==> config.mk <==
export PLATFORM = sky130hd
export DESIGN_NAME = supv_cond
export DESIGN_NICKNAME = d
export VERILOG_FILES = /design/src/rtl/supv_pkg.sv /design/src/rtl/supv_e1_phase.sv /design/src/rtl/supv_loop_db.sv /design/src/rtl/supv_gk_filt.sv /design/src/rtl/supv_cond.sv
export SDC_FILE = /design/constraint.sdc
export NUM_CORES = 1
export LEC_CHECK = 0
export ABC_AREA = 1
export BUFFER_PORTS_ARGS = -buffer_cell sky130_fd_sc_hd__buf_4
export CAP_MARGIN = 20
export CORE_ASPECT_RATIO = 0.9
export CORE_MARGIN = 8
export CORE_UTILIZATION = 50
export CTS_CLUSTER_DIAMETER = 50
export DETAILED_ROUTE_END_ITERATION = 12
export GPL_TIMING_DRIVEN = 0
export HOLD_SLACK_MARGIN = 0.02
export PLACE_DENSITY = 0.74
export SETUP_SLACK_MARGIN = 0.2
export SLEW_MARGIN = 40
export SYNTH_ARGS = -nofsm -noshare
export SYNTH_HDL_FRONTEND = slang
export SYNTH_HIERARCHICAL = 1
export SYNTH_SLANG_ARGS = --single-unit
==> constraint.sdc <==
create_clock -name clk -period 2.5 [get_ports clk]
set_input_delay 0.375 -clock clk [delete_from_list [all_inputs] [get_ports clk]]
set_output_delay 0.375 -clock clk [all_outputs]
set_load 0.01 [all_outputs]
==> src/rtl/supv_pkg.sv <==
package supv_pkg;
   localparam int UD_TOP = 5;
   localparam int UD_W   = 3;
   typedef logic [UD_W-1:0] ud_t;
endpackage

==> src/rtl/supv_e1_phase.sv <==
module supv_e1_phase #(
   parameter int HALF_MS = 4
) (
   input  logic clk,
   input  logic rst_n,
   input  logic tick,
   input  logic mux_on,
   input  logic pol,
   output logic gk_phase,
   output logic sample_ok,
   output logic e1_pin
);
   localparam int CW = (HALF_MS > 2) ? $clog2(HALF_MS) : 1;
   localparam logic [CW-1:0] LAST = CW'(HALF_MS - 1);

   generate
      if (HALF_MS < 2) begin : g_bad_half
         initial $fatal(1, "supv_e1_phase: HALF_MS must be at least 2");
      end
   endgenerate

   logic [CW-1:0] cnt;

   always_ff @(posedge clk) begin
      if (!rst_n || !mux_on) begin
         cnt      <= '0;
         gk_phase <= 1'b0;
      end else if (tick) begin
         if (cnt == LAST) begin
            cnt      <= '0;
            gk_phase <= ~gk_phase;
         end else begin
            cnt <= cnt + 1'b1;
         end
      end
   end

   assign sample_ok = mux_on & tick & (cnt != '0);
   assign e1_pin    = mux_on ? (gk_phase ^ pol) : pol;

   assert_phase_off_R2 : assert property (@(posedge clk) disable iff (!rst_n)
      !mux_on |=> !gk_phase);
   assert_phase_tick_R2 : assert property (@(posedge clk) disable iff (!rst_n)
      (mux_on && !tick) |=> $stable(gk_phase));
endmodule

==> src/rtl/supv_loop_db.sv <==
module supv_loop_db #(
   parameter int DBW = 4
) (
   input  logic           clk,
   input  logic           rst_n,
   input  logic           tick,
   input  logic           take,
   input  logic           din,
   input  logic [DBW-1:0] limit,
   output logic           db
);
   logic           hold;
   logic [DBW-1:0] cnt;

   always_ff @(posedge clk) begin
      if (!rst_n) begin
         hold <= 1'b0;
         db   <= 1'b0;
         cnt  <= '0;
      end else begin
         if (take) hold <= din;
         if (tick) begin
            if (hold == db) begin
               cnt <= '0;
            end else if (cnt == limit) begin
               db  <= hold;
               cnt <= '0;
            end else begin
               cnt <= cnt + 1'b1;
            end
         end
      end
   end

   assert_db_tick_R4 : assert property (@(posedge clk) disable iff (!rst_n)
      !tick |=> $stable(db));
   assert_db_agree_R4 : assert property (@(posedge clk) disable iff (!rst_n)
      (hold == db) |=> $stable(db));
endmodule

==> src/rtl/supv_gk_filt.sv <==
module supv_gk_filt
   import supv_pkg::*;
(
   input  logic clk,
   input  logic rst_n,
   input  logic step,
   input  logic take,
   input  logic din,
   output logic db
);
   logic hold;
   ud_t  ud;

   always_ff @(posedge clk) begin
      if (!rst_n) begin
         hold <= 1'b0;
         ud   <= '0;
         db   <= 1'b0;
      end else begin
         if (take) hold <= din;
         if (step) begin
            if (hold) begin
               if (ud != ud_t'(UD_TOP)) ud <= ud + 1'b1;
               if (ud == ud_t'(UD_TOP - 1)) db <= 1'b1;
            end else begin
               if (ud != '0) ud <= ud - 1'b1;
               if (ud == ud_t'(1)) db <= 1'b0;
            end
         end
      end
   end

   assert_ud_range_R5 : assert property (@(posedge clk) disable iff (!rst_n)
      ud <= ud_t'(UD_TOP));
   assert_gk_rise_R5 : assert property (@(posedge clk) disable iff (!rst_n)
      $rose(db) |-> (ud == ud_t'(UD_TOP)));
   assert_gk_fall_R5 : assert property (@(posedge clk) disable iff (!rst_n)
      $fell(db) |-> (ud == '0));
endmodule

==> src/rtl/supv_cond.sv <==
module supv_cond #(
   parameter int NCH     = 4,
   parameter int HALF_MS = 4,
   parameter int DBW     = 4,
   parameter int GKW     = 4
) (
   input  logic             clk,
   input  logic             rst_n,
   input  logic             tick_1k,
   input  logic [NCH-1:0]   det_a,
   input  logic [NCH-1:0]   det_b,
   input  logic             e1_en,
   input  logic             e1_pol,
   input  logic [DBW-1:0]   dbnc_ms,
   input  logic [GKW-1:0]   gk_div,
   input  logic [2*NCH-1:0] irq_en,
   input  logic             rd_strobe,
   output logic             e1_out,
   output logic [2*NCH-1:0] rt_data,
   output logic             irq
);
   localparam int RTW = 2 * NCH;

   generate
      if (NCH < 1 || DBW < 1 || GKW < 1) begin : g_bad_cfg
         initial $fatal(1, "supv_cond: NCH, DBW and GKW must be positive");
      end
   endgenerate

   logic gk_phase, sample_ok, lp_take, gk_take, step;
   logic [GKW-1:0] div_cnt, div_lim;
   logic [NCH-1:0] lp_db, gk_db;
   logic [RTW-1:0] rt_next;

   supv_e1_phase #(.HALF_MS(HALF_MS)) u_phase (
      .clk(clk), .rst_n(rst_n), .tick(tick_1k), .mux_on(e1_en), .pol(e1_pol),
      .gk_phase(gk_phase), .sample_ok(sample_ok), .e1_pin(e1_out));

   assign lp_take = e1_en ? (sample_ok & ~gk_phase) : tick_1k;
   assign gk_take = sample_ok & gk_phase;

   assign div_lim = (gk_div == '0) ? GKW'(1) : gk_div;
   assign step    = tick_1k & (div_cnt >= div_lim - GKW'(1));

   always_ff @(posedge clk) begin
      if (!rst_n)       div_cnt <= '0;
      else if (step)    div_cnt <= '0;
      else if (tick_1k) div_cnt <= div_cnt + 1'b1;
   end

   generate
      for (genvar c = 0; c < NCH; c++) begin : g_ch
         supv_loop_db #(.DBW(DBW)) u_loop (
            .clk(clk), .rst_n(rst_n), .tick(tick_1k), .take(lp_take),
            .din(det_a[c]), .limit(dbnc_ms), .db(lp_db[c]));
         supv_gk_filt u_gk (
            .clk(clk), .rst_n(rst_n), .step(step), .take(gk_take),
            .din(det_a[c]), .db(gk_db[c]));
         assign rt_next[2*c]   = lp_db[c];
         assign rt_next[2*c+1] = e1_en ? gk_db[c] : det_b[c];
      end
   endgenerate

   always_ff @(posedge clk) begin
      if (!rst_n) begin
         rt_data <= '0;
         irq     <= 1'b0;
      end else begin
         rt_data <= rt_next;
         if (|((rt_next ^ rt_data) & irq_en)) irq <= 1'b1;
         else if (rd_strobe)                  irq <= 1'b0;
      end
   end

   assert_irq_clear_R9 : assert property (@(posedge clk) disable iff (!rst_n)
      $fell(irq) |-> $past(rd_strobe));
   assert_irq_sticky_R8 : assert property (@(posedge clk) disable iff (!rst_n)
      (irq && !rd_strobe) |=> irq);
   assert_demux_excl_R3 : assert property (@(posedge clk) disable iff (!rst_n)
      !(lp_take && gk_take));
endmodule

==> flow_summary_export.csv <==
group,metric,value,unit
status,outcome,"complete, no violations",
floorplanning,die_h,99.2,um
grt,grt_max_degree,40,
placed_design,dp.final_hpwl,5.93,mm
grt,antenna_found_initial,0,
run,drv_cap,0,
cts,clock_path_buffers,2,
pwr,switching_share,0.258,
pwr,power_switching,559,uW
route,drtPass1Iterations,4,
cts,numCtsBuffers,9,
worst_hold_path,min_path_type,"input port to flip-flop",
timing,hold_viol,0,
floorplanning,core,7510,um^2
pwr,power,2170,uW
setup_path,crit_fanout,16,
route,drtIter0Drc,127,
cts,post_cts_buffers,0,
floorplanning,design.portCount,40,
placed_design,portBuffers,38,
pwr,max-vdd-ir-drop,0.000391,V
cts,cts_max_level,3,
pwr,cellPowerDensity,487,nW/um^2
route,drt-wirelength-per-cell,11.3,um
cts,clkTransAtPathRegs,0.06,ns
grt,grt_usage,0.156,
logic_synthesis,synth_area,3840,um^2
logic_synthesis,avgSynthCellArea,6.94,um^2
route,vias_per_cell,4.81,
setup_path,criticalPathCategory,"input port to flip-flop",
cts,clock-root-buffer,"clkbuf_8",
logic_synthesis,yosysWarningCount,6,
timing,worst_pin_slew,0.656,ns
logic_synthesis,synth-async-reset-ratio,0,
route,wl,7.92,mm
pwr,p_seq_frac,0.464,
logic_synthesis,synth_edf_count,0,
setup_path,start_kind,"input port",
route,drc,0,
timing,setup_viol,0,
pwr,pwr-share-comb,0.124,
setup_path,crit_arrival,2.30,ns
cts,clk_latency,0.34,ns
logic_synthesis,synth_flop_cell,"dfxtp_1",
layout,fillerInstances,694,
logic_synthesis,yosysTopAreaCellShare,0.312,
floorplanning,die_w,108,um
logic_synthesis,synth_largest_area_cell,"dfxtp_1",
timing,maxSlewViolCount,0,
layout,layout_commonest_cell,"nand2_1",
layout,area_growth,15.9,%
logic_synthesis,synthCells,554,
logic_synthesis,syn_nets,610,
timing,finalSetupTns,0,ns
logic_synthesis,yosys-top-cells-area,"dfxtp_1, nand2_1, inv_1, ha_1, nor2_1",
route,drtAntennaViolNets,0,
layout,mostFrequentLayoutCells,"nand2_1, inv_1, nor2_1, dfxtp_1, buf_4",
grt,grt_overflow,0,
timing,fmax,0.480,GHz
timing,fin_crit,2.08,ns
cts,cts_tree,"built",
logic_synthesis,ys_seq_area_frac,0.312,
setup_path,cp-end-kind,"flip-flop",
layout,nets,659,
grt,grt_pass1_wl,13.7,mm
timing,rsz0062_at_grt,"false",
setup_path,worstPathRequired,2.72,ns
logic_synthesis,ys_ff_latch,60,
pwr,p_leak,0.00211,uW
placed_design,place_congestion,0.804,
timing,relSlewSlack,0.563,
layout,n_antenna_cell,0,
pwr,p_int,1610,uW
cts,clock-sinks,60,
pwr,clkPwrFrac,0.412,
timing,min_period_over_period,0.833,
timing,fin_skew,0.0125,ns
grt,grt_pass1_vias,3263,
floorplanning,start_util,0.512,
floorplanning,die_area,10800,um^2
logic_synthesis,synthDistinctLibCells,29,
layout,drive_above_1_share,0.199,
floorplanning,std_cell_rows,30,
route,vias,3386,
==> state kept, by name, summed over array words and instances (netlist names) <==
register / cells
u_phase/gk_phase: 1
g_ch.u_loop/hold: 4
div_cnt: 4
u_phase/cnt: 2
g_ch.u_gk/ud: 12
irq: 1
g_ch.u_gk/db: 4
g_ch.u_loop/db: 4
rt_data: 8
g_ch.u_gk/hold: 4
g_ch.u_loop/cnt: 16
==> power groups by stage <==
| stage | Combinational, uW | Sequential, uW | Clock [uW] |
|---|---|---|---|
| CTS | 271 | 1010 | 922 |
| detailed placement | 269 | 1030 | 0 |
| finish | 270 | 1010 | 895 |
| global route | 306 | 1010 | 957 |
| global placement | 260 | 1030 | 0 |
| floorplan | 169 | 1030 | 0 |
==> what timing repair did <==
action	CTS	global route
setup endpoints to repair	0	6
hold buffers	0	0
gates resized for setup	0	1
==> final timing paths <==
| path | slack, ns | endpoint | cells after the start | from |
|---|---|---|---|---|
| setup / recovery | 0.42 | g_ch[3].u_gk/db$_SDFFE_PN0P_ | 18 | gk_div[1] |
| hold / removal | 0.29 | rt_data[1]$_SDFF_PN0_ | 3 | det_b[0] |
| setup reg to reg | 0.55 | g_ch[3].u_gk/db$_SDFFE_PN0P_ | 11 | div_cnt[1]$_SDFFE_PP0P_ |
| hold reg to reg | 0.49 | rt_data[2]$_SDFF_PN0_ | 2 | g_ch[1].u_loop/db$_SDFFE_PN0P_ |
==> through the flow <==
stage                     area (um^2)  worst slack [ns]   util  hold WS, ns  instances
final                            4460             0.417  0.594        0.289        704
after floorplan                  3840             0.493      -        0.449        554
after CTS                        4450             0.366  0.593        0.274        704
after global placement           4250             0.104  0.566        0.468        688
after detailed placement         4250            0.0187  0.566        0.474        688
after global routing             4460             0.227  0.594        0.280        704
==> cells in the mapped netlist, types with 2 or more instances <==
library cell  count
xor2_1           10
o21ai_2           3
inv_1            88
nor2_2           24
xnor2_1          13
nand2_2           7
ha_1             26
a21oi_1          21
nand4_1          14
nand3_1          34
or2_1             6
o21ai_0           6
nor2_1           65
nand2_4           2
nand2_1         122
o21ai_1          10
buf_6            10
inv_2             9
mux2i_1           5
nand3_2           9
dfxtp_1          60
o211ai_1          3
==> kinds of logic (layout without fill, tap and decap cells) <==
kind of cell	after synthesis	in the layout	share of synthesized area
flip-flops	60	60	0.312
multiplexers	5	5	0.0130
AND/OR/NAND/NOR	284	284	0.340
XOR/XNOR	23	23	0.0524
adder cells (fa/ha/maj)	26	26	0.0846
buffers and inverters	110	164	0.130
AO/OA/AOI/OAI	46	46	0.0667
==> metal layers <==
| layer | GRT usage | routed length (um) | share of wire | vias up |
|---|---|---|---|---|
| met4 | 0.0473 | 89 | 0.011 | 0 |
| met5 | 0 | 0 | 0 | - |
| met2 | 0.276 | 3980 | 0.50 | 53 |
| met1 | 0.171 | 3510 | 0.44 | 1520 |
| met3 | 0.0511 | 337 | 0.043 | 8 |
| li1 | - | - | - | 1805 |
==> final cells by class <==
type	instances	area, um^2	share of cell area
Buffer	11	118	0.0264
Timing Repair Buffer	38	285	0.0640
Multi-Input combinational cell	384	2140	0.481
Sequential cell	60	1200	0.270
Clock buffer	12	155	0.0348
Clock inverter	4	47.5	0.0107
Inverter	99	388	0.0870
Tap cell	96	120	0.0270
==> critical path, stage by stage <==
cell and delay [ns]:
buf_4 0.11, nor2_1 0.09, nand2_1 0.07, nand3_1 0.09
nand2_1 0.05, nand2_1 0.05, inv_1 0.04, ha_1 0.26
nand2_1 0.06, inv_1 0.03, nand2_1 0.05, nand2_1 0.05
nand2_1 0.11, clkinvlp_4 0.33, inv_1 0.19, nor2_1 0.06
o21ai_0 0.20, nor2_1 0.06
Power figures use the tool's default switching activity.
